### src/rtl/panel_init_pkg.sv
package panel_init_pkg;
  localparam int FRAME_W = 24;
  localparam int N_ENTRY = 24;
  localparam logic [5:0] DEV_ID = 6'b011100;

  typedef enum logic [1:0] {
    ST_IDLE,
    ST_REQ,
    ST_XFER,
    ST_GAP
  } seq_st_e;

  // Header = identifier, register-select bit, write bit (always 0).
  function automatic logic [FRAME_W-1:0] build_frame(input logic is_data,
                                                     input logic [15:0] addr,
                                                     input logic [15:0] val);
    logic [7:0] head;
    head = {DEV_ID, is_data, 1'b0};
    return {head, (is_data ? val : addr)};
  endfunction
endpackage

### src/rtl/panel_init_rom.sv
module panel_init_rom #(
  parameter int IDX_W = 5
) (
  input  logic [IDX_W-1:0] idx_i,
  output logic [15:0]      reg_addr_o,
  output logic [15:0]      reg_val_o
);
  always_comb begin
    case (idx_i)
      5'd0:  begin reg_addr_o = 16'h0001; reg_val_o = 16'h6300; end
      5'd1:  begin reg_addr_o = 16'h0002; reg_val_o = 16'h0200; end
      5'd2:  begin reg_addr_o = 16'h0003; reg_val_o = 16'h6564; end
      5'd3:  begin reg_addr_o = 16'h0004; reg_val_o = 16'h04C7; end
      5'd4:  begin reg_addr_o = 16'h0005; reg_val_o = 16'hA884; end
      5'd5:  begin reg_addr_o = 16'h0008; reg_val_o = 16'h00CE; end
      5'd6:  begin reg_addr_o = 16'h000A; reg_val_o = 16'h4008; end
      5'd7:  begin reg_addr_o = 16'h000B; reg_val_o = 16'hD400; end
      5'd8:  begin reg_addr_o = 16'h000D; reg_val_o = 16'h3229; end
      5'd9:  begin reg_addr_o = 16'h000E; reg_val_o = 16'h1200; end
      5'd10: begin reg_addr_o = 16'h000F; reg_val_o = 16'h0000; end
      5'd11: begin reg_addr_o = 16'h0016; reg_val_o = 16'h9F80; end
      5'd12: begin reg_addr_o = 16'h0017; reg_val_o = 16'h3F02; end
      5'd13: begin reg_addr_o = 16'h001E; reg_val_o = 16'h005C; end
      5'd14: begin reg_addr_o = 16'h0030; reg_val_o = 16'h0103; end
      5'd15: begin reg_addr_o = 16'h0031; reg_val_o = 16'h0407; end
      5'd16: begin reg_addr_o = 16'h0032; reg_val_o = 16'h0705; end
      5'd17: begin reg_addr_o = 16'h0033; reg_val_o = 16'h0002; end
      5'd18: begin reg_addr_o = 16'h0034; reg_val_o = 16'h0505; end
      5'd19: begin reg_addr_o = 16'h0035; reg_val_o = 16'h0303; end
      5'd20: begin reg_addr_o = 16'h0036; reg_val_o = 16'h0707; end
      5'd21: begin reg_addr_o = 16'h0037; reg_val_o = 16'h0100; end
      5'd22: begin reg_addr_o = 16'h003A; reg_val_o = 16'h1F00; end
      5'd23: begin reg_addr_o = 16'h003B; reg_val_o = 16'h000F; end
      default: begin reg_addr_o = 16'h0000; reg_val_o = 16'h0000; end
    endcase
  end
endmodule

### src/rtl/panel_frame_tx.sv
module panel_frame_tx #(
  parameter int CLK_DIV = 4,
  parameter int FRAME_W = 24
) (
  input  logic               clk,
  input  logic               rst_n,
  input  logic               load_i,
  input  logic [FRAME_W-1:0] frame_i,
  input  logic               kill_i,
  output logic               active_o,
  output logic               sclk_o,
  output logic               mosi_o,
  output logic               frame_end_o
);
  localparam int DIV_W = (CLK_DIV > 1) ? $clog2(CLK_DIV) : 1;
  localparam int BIT_W = $clog2(FRAME_W);

  logic [DIV_W-1:0]   div_cnt;
  logic [BIT_W-1:0]   bit_cnt;
  logic [FRAME_W-1:0] shreg;
  logic               half_end;
  logic               last_bit;

  assign half_end    = (div_cnt == DIV_W'(CLK_DIV - 1));
  assign last_bit    = (bit_cnt == BIT_W'(FRAME_W - 1));
  // Frame ends on the falling edge that follows the last rising edge.
  assign frame_end_o = active_o && half_end && sclk_o && last_bit;
  assign mosi_o      = shreg[FRAME_W-1];

  always_ff @(posedge clk or negedge rst_n) begin
    if (!rst_n) begin
      active_o <= 1'b0;
      sclk_o   <= 1'b0;
      div_cnt  <= '0;
      bit_cnt  <= '0;
      shreg    <= '0;
    end else if (kill_i) begin
      active_o <= 1'b0;
      sclk_o   <= 1'b0;
      div_cnt  <= '0;
      shreg    <= '0;
    end else if (load_i && !active_o) begin
      active_o <= 1'b1;
      sclk_o   <= 1'b0;
      div_cnt  <= '0;
      bit_cnt  <= '0;
      shreg    <= frame_i;
    end else if (active_o) begin
      if (half_end) begin
        div_cnt <= '0;
        if (!sclk_o) begin
          sclk_o <= 1'b1;
        end else begin
          sclk_o <= 1'b0;
          if (last_bit) begin
            active_o <= 1'b0;
            shreg    <= '0;
          end else begin
            shreg   <= {shreg[FRAME_W-2:0], 1'b0};
            bit_cnt <= bit_cnt + 1'b1;
          end
        end
      end else begin
        div_cnt <= div_cnt + 1'b1;
      end
    end
  end
endmodule

### src/rtl/panel_init_seq.sv
module panel_init_seq
  import panel_init_pkg::*;
#(
  parameter int CLK_DIV = 4,
  parameter int CS_GAP  = 2
) (
  input  logic clk,
  input  logic rst_n,
  input  logic start_i,
  output logic bus_req_o,
  input  logic bus_gnt_i,
  input  logic abort_i,
  output logic sclk_o,
  output logic mosi_o,
  output logic cs_n_o,
  output logic busy_o,
  output logic done_o,
  output logic error_o
);
  localparam int IDX_W    = $clog2(N_ENTRY);
  localparam int GAP_CYC  = 2 * CS_GAP * CLK_DIV;
  localparam int GAP_W    = $clog2(GAP_CYC + 1);
  localparam int LAST_IDX = N_ENTRY - 1;

  seq_st_e            st;
  logic [IDX_W-1:0]   entry;
  logic               phase;      // 0 = index frame, 1 = data frame
  logic [GAP_W-1:0]   gap_cnt;
  logic [15:0]        rom_addr;
  logic [15:0]        rom_val;
  logic [FRAME_W-1:0] frame_word;

  // Named internal events, also observed by the checker.
  logic busy_w, kill, gap_end, load, frame_end, last_frame, seq_done;
  logic tx_active, tx_sclk, tx_mosi;

  panel_init_rom #(.IDX_W(IDX_W)) u_rom (
    .idx_i      (entry),
    .reg_addr_o (rom_addr),
    .reg_val_o  (rom_val)
  );

  assign frame_word = build_frame(phase, rom_addr, rom_val);

  assign busy_w     = (st != ST_IDLE);
  assign kill       = busy_w && (abort_i || (st != ST_REQ && !bus_gnt_i));
  assign gap_end    = (st == ST_GAP) && (gap_cnt == GAP_W'(GAP_CYC - 1));
  assign load       = !kill && (((st == ST_REQ) && bus_gnt_i) || gap_end);
  assign last_frame = phase && (entry == IDX_W'(LAST_IDX));
  assign seq_done   = (st == ST_XFER) && frame_end && last_frame && !kill;

  panel_frame_tx #(.CLK_DIV(CLK_DIV), .FRAME_W(FRAME_W)) u_tx (
    .clk         (clk),
    .rst_n       (rst_n),
    .load_i      (load),
    .frame_i     (frame_word),
    .kill_i      (kill),
    .active_o    (tx_active),
    .sclk_o      (tx_sclk),
    .mosi_o      (tx_mosi),
    .frame_end_o (frame_end)
  );

  always_ff @(posedge clk or negedge rst_n) begin
    if (!rst_n) begin
      st      <= ST_IDLE;
      entry   <= '0;
      phase   <= 1'b0;
      gap_cnt <= '0;
      done_o  <= 1'b0;
      error_o <= 1'b0;
    end else begin
      done_o  <= seq_done;
      error_o <= kill;
      if (kill) begin
        st <= ST_IDLE;
      end else begin
        case (st)
          ST_IDLE: if (start_i) begin
            st    <= ST_REQ;
            entry <= '0;
            phase <= 1'b0;
          end
          ST_REQ: if (load) st <= ST_XFER;
          ST_XFER: if (frame_end) begin
            if (last_frame) begin
              st <= ST_IDLE;
            end else begin
              st      <= ST_GAP;
              gap_cnt <= '0;
              phase   <= ~phase;
              if (phase) entry <= entry + 1'b1;
            end
          end
          ST_GAP: begin
            gap_cnt <= gap_cnt + 1'b1;
            if (gap_end) st <= ST_XFER;
          end
          default: st <= ST_IDLE;
        endcase
      end
    end
  end

  assign bus_req_o = busy_w;
  assign busy_o    = busy_w;
  assign cs_n_o    = ~(tx_active & bus_gnt_i);
  assign sclk_o    = tx_sclk & bus_gnt_i;
  assign mosi_o    = tx_mosi & tx_active & bus_gnt_i;
endmodule

### config.mk
export PLATFORM = sky130hd
export DESIGN_NAME = panel_init_seq
export DESIGN_NICKNAME = d
export VERILOG_FILES = /design/src/rtl/panel_init_pkg.sv /design/src/rtl/panel_init_rom.sv /design/src/rtl/panel_frame_tx.sv /design/src/rtl/panel_init_seq.sv
export SDC_FILE = /design/constraint.sdc
export NUM_CORES = 1
export LEC_CHECK = 0
export ABC_AREA = 0
export CAP_MARGIN = 25
export CORE_MARGIN = 2
export CORE_UTILIZATION = 62
export CTS_CLUSTER_DIAMETER = 200
export DETAILED_ROUTE_END_ITERATION = 6
export HOLD_SLACK_MARGIN = 0.02
export PLACE_DENSITY = 0.78
export SKIP_CTS_REPAIR_TIMING = 1
export SYNTH_ARGS = -nofsm -noshare
export SYNTH_HDL_FRONTEND = slang
export SYNTH_HIERARCHICAL = 1
export SYNTH_SLANG_ARGS = --single-unit
### constraint.sdc
create_clock -name clk -period 2.5 [get_ports clk]
set_input_delay 0.375 -clock clk [delete_from_list [all_inputs] [get_ports clk]]
set_output_delay 0.375 -clock clk [all_outputs]
set_load 0.01 [all_outputs]
Yosys cells after proc, flatten, opt, wreduce, memory -nomap -nowiden
Memory sizes are Yosys's and may differ from the RTL's.
Index checks and enable logic that the tools add are counted.
{"block": "word_totals", "memories": 1, "in_bits": 5, "ff_bits": 48, "output_inout_bits": 7, "ramBits": 0, "latch_bits": 0, "elab_cells": 121, "romBits": 704}
{"memory": "(no name shown)", "words": 32, "width": 22, "rd": 1, "rd_clocked_by_memory_dff": 0, "wr": 0, "line_no": "panel_init_rom.sv:9", "rtl": "case (idx_i)"}
{"block": "classes", "magnitude_cmp": 0, "shifts": 0, "mul": 0, "div": 0, "reduce_logical": 35, "n_mux": 46, "bitwise_logic": 7, "eq_ne": 17, "add_sub_neg": 4}
{"op": "two-way mux 24 bit", "count": 6}
{"op": "two-way mux 5 bit", "count": 11}
{"op": "two-way mux 2 bit", "count": 10}
{"op": "one-hot mux 5 bit (2 select lines)", "count": 2}
{"op": "two-way mux 16 bit", "count": 1}
{"op": "adder 5 x 1 -> 5 bit (second input constant)", "count": 3}
{"op": "two-way mux 1 bit", "count": 14}
{"op": "logical AND 1 bit", "count": 13}
{"op": "nonzero test 2 bit", "count": 6}
{"op": "equality test 5 bit (second input constant)", "count": 2}
{"op": "inequality test 2 bit (second input constant)", "count": 5}
{"op": "AND reduction 5 bit", "count": 2}
{"op": "inequality test 3 bit (second input constant)", "count": 3}
{"op": "nonzero test 3 bit", "count": 3}
{"op": "one-hot mux 2 bit (4 select lines)", "count": 1}
{"op": "AND reduction 4 bit", "count": 2}
{"op": "equality test 2 bit (second input constant)", "count": 3}
{"op": "AND reduction 6 bit", "count": 1}
{"op": "equality test 5 x 4 -> 1 bit (second input constant)", "count": 1}
{"op": "bitwise AND 1 bit", "count": 4}
{"op": "zero test 1 bit", "count": 3}
{"op": "inequality test 3 x 2 -> 1 bit (second input constant)", "count": 1}
{"op": "inverter 1 bit", "count": 3}
{"op": "AND reduction 3 bit", "count": 1}
{"op": "7 further kinds", "count": 8}

Logic depth before layout (Yosys ltp)
Gate-level depths: netlist of run 1.
{"block": "logic_depth", "ltp_word": 9, "mapped_depth": 10, "ltp_nobuf": 8}

Modules after synthesis
The synthesis of run 1 kept the hierarchy.
{"mod": "panel_frame_tx", "instances": 1, "cells_each": 186, "area_each_um2": 1690.4, "seq_area_each_um2": 825.8}
{"mod": "panel_init_seq", "instances": 1, "cells_each": 113, "area_each_um2": 1082.3, "seq_area_each_um2": 375.4}
{"mod": "panel_init_rom", "instances": 1, "cells_each": 116, "area_each_um2": 824.5, "seq_area_each_um2": 0.0}

Least setup slack after synthesis of run 1
Ideal clock, no wire load.
{"block": "synth_timing", "path_type": "register -> register", "start": "register entry[0]", "end": "register u_tx.shreg[3]", "t_required_ns": 2.362, "arrival_time_ns": 1.956, "setup_ns": 0.138, "period_less_slack_ns": 2.094, "n_path_buf": 0, "setup_slack_ns": 0.406, "stages_incl_launch_ff": 9, "path_cell_list": "dfrtp_1 > inv_1 > ha_1 > mux2_4 > a22oi_1 > o22ai_1 > mux2_2 > nand2_1 > o211ai_1"}
{"block": "synth_between", "elab_chain_len": 4}
{"item": "from (decl)", "line_no": "panel_init_seq.sv:26", "rtl": "logic [IDX_W-1:0] entry;"}
{"item": "from (signal assigned)", "line_no": "panel_init_seq.sv:92", "rtl": "if (phase) entry <= entry + 1'b1;"}
{"item": "memory read (32 x 22 bit)"}
{"item": "via rom_val[3]", "line_no": "panel_init_seq.sv:30", "rtl": "logic [15:0] rom_val;"}
{"item": "two-way mux 16 bit", "line_no": "panel_init_pkg.sv:19", "rtl": "return {head, (is_data ? val : addr)};"}
{"item": "via frame_word[3]", "line_no": "panel_init_seq.sv:31", "rtl": "logic [FRAME_W-1:0] frame_word;"}
{"item": "two-way mux 24 bit", "line_no": "panel_frame_tx.sv:42", "rtl": "end else if (load_i && !active_o) begin"}
{"item": "two-way mux 24 bit", "line_no": "panel_frame_tx.sv:37", "rtl": "end else if (kill_i) begin"}
{"item": "to (signal assigned)", "line_no": "panel_frame_tx.sv:47", "rtl": "shreg <= frame_i;"}
{"item": "to (signal assigned)", "line_no": "panel_frame_tx.sv:59", "rtl": "shreg <= {shreg[FRAME_W-2:0], 1'b0};"}
{"item": "to (decl)", "line_no": "panel_frame_tx.sv:20", "rtl": "logic [FRAME_W-1:0] shreg;"}
The timed path passes the listed nets, and every way through them passes these cells.
A chain may end at the register's enable or synchronous reset.

Worst setup path after layout of run 1
Ends and elaborated chain as after synthesis.

==> results of run 1 <==
stage by stage:
| stage | cells | area, sq um | hold WS [ns] |
|---|---|---|---|
| 6_report | 496 | 3884 | 0.05599 |
| 5_1_grt | 496 | 3884 | 0.1053 |
| 4_1_cts | 495 | 3856 | 0.06886 |
| 3_5_place_dp | 487 | 3719 | 0.4132 |
| 3_3_place_gp | 487 | 3719 | 0.4030 |
| 2_1_floorplan | 429 | 3650 | 0.07941 |
flip-flops by register name, summed over array words and instances, names as in the netlist, 2 cells and up:
name,flops
entry,5
u_tx/shreg,24
st,2
u_tx/bit_cnt,5
gap_cnt,5
u_tx/div_cnt,2
where the power goes:
group / leakage [nW] / switching [W] / internal, W / total [W]
clock network: 0.0687 / 0.000282 / 0.000403 / 0.000685
logic: 0.908 / 0.000482 / 0.000393 / 0.000874
registers: 0.641 / 0.000162 / 0.000992 / 0.00115
total: 1.62 / 0.000926 / 0.00179 / 0.00271
metal layers:
| layer | track usage | vias up | wire, um |
|---|---|---|---|
| met2 | 0.4425 | 90 | 3876 |
| met5 | 0 | - | 0 |
| met1 | 0.3485 | 1502 | 3652 |
| met4 | 0.08305 | 0 | 127 |
| li1 | - | 1507 | - |
| met3 | 0.04157 | 13 | 369 |
cells in the final DEF, fill, tap and decap left out, types with 4 or more instances in the layout:
master / count
sky130_fd_sc_hd__a21oi_1: 14
sky130_fd_sc_hd__a22oi_1: 5
sky130_fd_sc_hd__a31oi_1: 4
sky130_fd_sc_hd__and3_1: 4
sky130_fd_sc_hd__buf_4: 15
sky130_fd_sc_hd__clkbuf_8: 5
sky130_fd_sc_hd__clkdlybuf4s50_1: 10
sky130_fd_sc_hd__conb_1: 17
sky130_fd_sc_hd__dfrtp_1: 48
sky130_fd_sc_hd__ha_1: 15
sky130_fd_sc_hd__inv_1: 12
sky130_fd_sc_hd__mux2_2: 19
sky130_fd_sc_hd__mux2i_1: 5
sky130_fd_sc_hd__nand2_1: 45
sky130_fd_sc_hd__nand2b_1: 6
sky130_fd_sc_hd__nand3_1: 56
sky130_fd_sc_hd__nand4_1: 5
sky130_fd_sc_hd__nor2_1: 16
sky130_fd_sc_hd__nor2b_1: 6
sky130_fd_sc_hd__nor3_1: 4
sky130_fd_sc_hd__o211ai_1: 28
sky130_fd_sc_hd__o21ai_0: 7
sky130_fd_sc_hd__o21ai_1: 11
sky130_fd_sc_hd__o22ai_1: 7
sky130_fd_sc_hd__o31ai_1: 4
final cells by class:
cell class / instances / area [sq um]
clock buffer: 5 / 68.82
timing repair buffer: 28 / 265.3
sequential: 48 / 1201
tap: 72 / 90.09
clock inverter: 3 / 68.82
fill: 452 / 1657
inverter: 14 / 52.55
multi-input combinational: 326 / 2137
cells by family (layout without fill, tap and decap cells):
group	Yosys count	after routing
AOI/OAI and AO/OA	99	99
xor gates and xnor gates	2	2
adders and majority gates	15	15
buffers and inverters	55	50
DFF	48	48
muxes	29	29
other	3	17
and+or+nand+nor	164	164
path summary, 6_finish.rpt:
kind                                         from                     endpoint  slack, ns  depth (start not counted)
hold reg to reg            gap_cnt[4]$_DFFE_PN0P_       gap_cnt[4]$_DFFE_PN0P_       0.50                          1
setup / recovery             entry[0]$_DFFE_PN0P_    u_tx/shreg[3]$_DFFE_PN0P_       0.21                          8
min in group clk           gap_cnt[4]$_DFFE_PN0P_       gap_cnt[4]$_DFFE_PN0P_       0.50                          1
setup reg to reg             entry[0]$_DFFE_PN0P_    u_tx/shreg[3]$_DFFE_PN0P_       0.21                          8
max in group asynchronous                   rst_n  u_tx/bit_cnt[3]$_DFFE_PN0P_       1.91                          2
hold / removal                              rst_n         entry[0]$_DFFE_PN0P_       0.06                          1
==> out/results.txt, run 1 <==
For the total number of placement rows, the log shows 27. In the post-synthesis netlist, the biggest area contributors are sky130_fd_sc_hd__dfrtp_1 (33%), sky130_fd_sc_hd__nand3_1 (7.8%), sky130_fd_sc_hd__mux2_2 (5.9%). Yosys instantiated no cell more often than sky130_fd_sc_hd__nand3_1. For this block, the via count after detailed routing is 3,112.

The slowest stage of the critical path belongs to the cell sky130_fd_sc_hd__dfrtp_1. The simple logic cell fraction of the synthesized area was 0.2341. sky130_fd_sc_hd__dfrtp_1 takes more of the synthesized area than any other cell. In the synthesized netlist the dominant register cell turns out to be sky130_fd_sc_hd__dfrtp_1. Entering global routing, the biggest net connects 47 pins. The multiplexer area fraction after synthesis was 0.09113.

The sequential share of the synthesized area was 0.3339. Detailed placement ended at an HPWL of 5.272 mm. The number of global-route vias before repair was 2,875; the number of hold violations in the final report was 0. Summed over all layers, the routed wires come to 8.025 mm. Normalized max-slew margin: 0.3705.

For this run, the number of Yosys warnings is 6. The fraction of synthesized cell area in xor and xnor cells came out at 0.004870. The tools report the post-route worst setup slack as 0.2106 ns. The number of placed I/O pins is 12. Before CTS, the worst setup slack after placement is 0.03888 ns. The tools report the final core utilization as 0.7010. The run gives 0.007760 ns as the clock skew after layout.

The logs give 0.6493 for the initial core utilization and 2 for the maximum count of clock buffers along a single path. Gate family responsible for the most delay along the worst path: multiplexers. Number of distinct library cells after synthesis: 61. The time the worst path needs with I/O delays and setup was 2.289 ns; the total of max-cap violations was 0. Once detail routing completed, the nets flagged for antenna violations numbered 0. Buffers placed on the I/O ports in this run total 11. The number of clock buffers added by TritonCTS is 5. In this run, synthesis produced a sequential element count of 48. For this run, design rule violations remaining after detail routing come to 0. The detail-routed via count per cell is 6.274, and the count of buffering cells on the critical path with inverters included is 1. The setup TNS after final layout was 0 ns; the total power per unit cell area was 698.6 mW/mm^2. The synthesized-area fraction occupied by ao, oa, aoi and oai cells works out to 0.1941.

Total chip power: 0.002713 W. Clock tree synthesis found a total of 48 sinks. The count of nets after finishing was 443; the die extent in x was 80.17 um.

The async set-or-reset flop fraction in the synthesized netlist was 1.000. The CTS clock-pin slew for the worst setup and hold paths works out to 0.09 ns. The required time at the endpoint of the critical path was 2.70 ns. The tree is rooted in a sky130_fd_sc_hd__clkbuf_8.

TritonCTS built the clock tree. In the synthesized netlist, the number of instances is 415. The clock reaches the later pin of the worst-skew pair after 0.31 ns. From synthesis to final layout, the design area changed by 7.965%.

The run finished with clean final reports. The number of synthesized flops with an enable pin was 0; the mean post-synth cell area was 8.668 sq um. After detailed routing, the average wire length per cell comes to 16.18 um. The count of antenna diodes in the layout was 0.

The overall die area came out at 0.006427 sq mm. The main combinational cell family by area after synthesis was simple AND/OR/NAND/NOR gates. The kind of start point of the critical path is a flip-flop.

For this design the static power due to leakage is 1.618 nW. The logs give 0.2635 for the total global-route track usage and 507.3 uV for the maximum vdd drop. The floorplan step defined a core boundary enclosing 0.005540 sq mm. The final count of pins violating max slew was 0; the adder and majority cell fraction of the synthesized area was 0.05217. The logs give 0 for the residual overflow from global routing and 5 for the number of detailed-route iterations in the first pass.

At the end of routability-driven placement, the weighted congestion stood at 0.8938. The first global-routing pass estimated 13.43 mm of wire. The critical path arrival is 2.49 ns. Setup repair after global routing left no endpoint under its margin. Starting DRC count in detailed routing: 255.

Critical path start-end classification: reg -> reg. The final setup violation count was 0; the timing-limited maximum frequency was 0.4368 GHz. The critical path goes through inv_1 > ha_1 > mux2_4 > a22oi_1 > o22ai_1 > mux2_2 > nand2_1 > o211ai_1. The share of layout cells above drive strength 1 works out to 0.1392.

The floorplan step set the die height to 80.17 um. The actual slew at the worst max-slew pin works out to 0.9442 ns. The commonest cells after synthesis are sky130_fd_sc_hd__nand3_1 (56), sky130_fd_sc_hd__dfrtp_1 (48), sky130_fd_sc_hd__nand2_1 (45), sky130_fd_sc_hd__o211ai_1 (28), sky130_fd_sc_hd__mux2_2 (19).

The cell area that synthesis handed to floorplanning was 0.003597 sq mm. Type of the most critical hold path: in -> async. STA classifies the critical path endpoint as a flip-flop. Peak fanout along the critical path: 8. In this design, the stage delay of the slowest critical-path cell is 0.50 ns. The tools report the maximum level of the CTS H-tree as 2.

The share of Yosys cell area claimed by the top area cell type is 0.3339, and the number of antenna violations at the first check in global routing is 0. The share of the clock period used by the worst path after layout is 0.9158.
Power figures use the tool's default switching activity.
==> run 2: changes to the inputs <==
PLACE_DENSITY = 0.87   (was 0.78)
TNS_END_PERCENT = 100   (was default)
==> out/results.txt, run 2 (same netlist as run 1, synthesis figures left out) <==
The residual overflow from global routing came out at 0 (unchanged). The die extent in x was 80.17 um (unchanged); the number of CTS-inserted buffers was 5 (unchanged). For the number of nets with antenna violations after detailed routing, the log shows 0 (unchanged). Share of layout cells above drive strength 1: 0.1429 (was 0.1392). For the initial core utilization, the log shows 0.6493 (unchanged). The total global-route track usage was 0.2643 (was 0.2635). The pin count of the biggest net entering global routing is 47 (unchanged). The overall die area is 0.006427 sq mm (unchanged). The count of buffering cells on the critical path with inverters included was 1 (unchanged); the number of clock sinks seen by CTS was 48 (unchanged). The setup TNS after final layout was 0 ns (unchanged).

The gate family responsible for the most delay along the worst path is multiplexers (unchanged). The number of placed I/O pins is 12 (unchanged). Highest-count cells in the layout ignoring fill and taps: sky130_fd_sc_hd__nand3_1 (56), sky130_fd_sc_hd__dfrtp_1 (48), sky130_fd_sc_hd__nand2_1 (45), sky130_fd_sc_hd__o211ai_1 (28) (was sky130_fd_sc_hd__nand3_1 (56), sky130_fd_sc_hd__dfrtp_1 (48), sky130_fd_sc_hd__nand2_1 (45), sky130_fd_sc_hd__o211ai_1 (28), sky130_fd_sc_hd__mux2_2 (19)). Cell chosen for the clock root: sky130_fd_sc_hd__clkbuf_8 (unchanged).

The starting DRC count in detailed routing is 197 (was 255). The run gives 0 (unchanged) as the number of DRC violations after detailed routing. The clock latency of the later-clocked register in the worst-skew pair is 0.30 ns (was 0.31 ns). The layout overhead on the synthesized area is 7.409% (was 7.965%), and the count of nets after finishing is 446 (was 443). The run gives 2 (unchanged) as the maximum level of the CTS H-tree. TritonCTS built the clock tree. The maximum count of clock buffers along a single path is 2 (unchanged), and the final routed wire length divided by cell count is 15.99 um (was 16.18 um). The tools report the maximum vdd drop as 516.6 uV (was 507.3 uV).

Flip-flop count of the largest register after layout: 24 (unchanged). Highest-delay cell along the critical path: sky130_fd_sc_hd__dfrtp_1 (unchanged). Largest register by flop count: u_tx/shreg (unchanged). The share of the clock period used by the worst path after layout was 0.8787 (was 0.9158). The logs give 0 (unchanged) for the count of antenna diodes in the layout and 0.217 (was 0.252) for the portion of total power attributed to the clock network.

The number of global-route vias before repair was 2,922 (was 2,875). The number of hold violations in the final report came out at 0 (unchanged). The number of I/O port buffers came out at 11 (unchanged). Global-route wire length before repair: 13.56 mm (was 13.43 mm). The time the worst path needs with I/O delays and setup works out to 2.197 ns (was 2.289 ns). The required time at the endpoint of the critical path was 2.67 ns (was 2.70 ns).

The detail-routed via count per cell came out at 6.198 (was 6.274). Reg2reg setup slack: 0.30 ns (was 0.21 ns). Critical path start-end classification: reg -> reg (unchanged). The type of the most critical hold path was in -> async (unchanged).

The largest stage delay on the critical path came out at 0.48 ns (was 0.50 ns). The final-layout worst hold slack came out at 0.06207 ns (was 0.05599 ns). The final setup violation count was 0 (unchanged).

Setup repair after global routing left no endpoint under its margin. The leakage power of the design was 1.614 nW (was 1.618 nW); the number of antenna violations at the first check in global routing was 0 (unchanged). The run gives 3,093 (was 3,112) as the total via count in the routed design.

The run gives 0.0009093 W (was 0.0009256 W) as the switching power. The tools report the kind of start point of the critical path as a flip-flop (unchanged). The portion of total power attributed to combinational logic is 0.335 (was 0.322). The vertical extent of the die was 80.17 um (unchanged); the depth of the most critical reg-to-reg path was 8 (unchanged).

Crit-path cells: inv_1 > ha_1 > mux2_4 > a22oi_1 > o22ai_1 > mux2_2 > nand2_1 > o211ai_1 (unchanged). The normalized max-slew margin is 0.3780 (was 0.3705), and the total power per unit cell area is 670.3 mW/mm^2 (was 698.6 mW/mm^2). The sequential fraction of design power was 0.449 (was 0.425); the final core utilization was 0.6974 (was 0.7010). The actual slew at the worst max-slew pin was 0.9330 ns (was 0.9442 ns); the number of detailed-route iterations in the first pass was 5 (unchanged). The final count of pins violating max slew was 0 (unchanged). The tools report the total number of placement rows as 27 (unchanged).

The most common cell after layout, fill and taps aside is sky130_fd_sc_hd__nand3_1 (unchanged). The tools report the estimated wirelength of the detail-placed design as 5.554 mm (was 5.272 mm). The weighted congestion at the end of routability-driven global placement is 0.9406 (was 0.8938), and the CTS clock-pin slew for the worst setup and hold paths is 0.09 ns (about the same). The tools report the clock skew after layout as 0.007264 ns (was 0.007760 ns). The area of the core is 0.005540 sq mm (unchanged), and the logic depth of the worst setup path including buffers is 8 (unchanged). The run finished with clean final reports. The cell-internal power was 0.001681 W (was 0.001787 W). The timing-limited maximum frequency is 0.4552 GHz (was 0.4368 GHz).

The run gives 0.002590 W (was 0.002713 W) as the total chip power. The aggregate routed wire length is 7.979 mm (was 8.025 mm). The peak fanout along the critical path was 8 (unchanged); the switching share of power was 0.3511 (was 0.3412). The total of max-cap violations is 0 (unchanged). The tools report the critical path arrival as 2.37 ns (was 2.49 ns).

The category of the worst setup path capture point is a flip-flop (unchanged).
==> run 2: cell count changes in the layout (fill, tap and decap cells not counted), sizes merged <==
cell / change
bufinv: -1
clkbuf: +1
clkinv: +1
buf: +3
inv: -1
==> run 2: metrics by stage <==
step,instance area (sq um),setup slack [ns],cells
global placement,3729,0.1649,490
global route,3864,0.1830,499
CTS,3836,0.2766,498
floorplan,3650,0.4057,429
finish,3864,0.3032,499
detailed placement,3729,0.03561,490
==> run 2: worst paths after layout <==
kind	from	endpoint
worst max-delay path	entry[0]$_DFFE_PN0P_	u_tx/shreg[3]$_DFFE_PN0P_
worst min-delay path	rst_n	gap_cnt[0]$_DFFE_PN0P_
worst max register to register	entry[0]$_DFFE_PN0P_	u_tx/shreg[3]$_DFFE_PN0P_
worst min register to register	gap_cnt[4]$_DFFE_PN0P_	gap_cnt[4]$_DFFE_PN0P_
max in group asynchronous	rst_n	u_tx/shreg[6]$_DFFE_PN0P_
min in group clk	gap_cnt[4]$_DFFE_PN0P_	gap_cnt[4]$_DFFE_PN0P_
==> run 2: cell type report <==
type / instances / area, sq um
fillers: 428 / 1677
multi-input cells: 326 / 2137
flip-flops and latches: 48 / 1201
clock inverters: 2 / 35.03
clock buffers: 6 / 72.57
well taps: 72 / 90.09
repair buffers: 31 / 275.3
inverters: 14 / 52.55
==> run 2: worst reg2reg max path, cell delays in order (launching register included) <==
cell and delay, ns:
sky130_fd_sc_hd__dfrtp_1 0.48, sky130_fd_sc_hd__inv_1 0.19, sky130_fd_sc_hd__ha_1 0.39, sky130_fd_sc_hd__mux2_4 0.28
sky130_fd_sc_hd__a22oi_1 0.18, sky130_fd_sc_hd__o22ai_1 0.12, sky130_fd_sc_hd__mux2_2 0.27, sky130_fd_sc_hd__nand2_1 0.06
sky130_fd_sc_hd__o211ai_1 0.09
==> run 2: per-layer routing <==
metal  global-route usage  routed length, um  vias to the layer above
met1               0.3575               3526                     1491
met5                    0                  0                        -
met2               0.4458               4018                       85
li1                     -                  -                     1507
met3              0.03933                358                       10
met4              0.06610                 75                        0
==> run 2: power by group through the flow <==
stage / sequential (W) / clock (W) / combinational, W
2_1_floorplan: 0.00111 / 0 / 0.000668
3_5_place_dp: 0.00117 / 0 / 0.000839
5_1_grt: 0.00119 / 0.000606 / 0.000965
6_report: 0.00116 / 0.000561 / 0.000867
4_1_cts: 0.00116 / 0.000575 / 0.000839
3_3_place_gp: 0.00116 / 0 / 0.000786
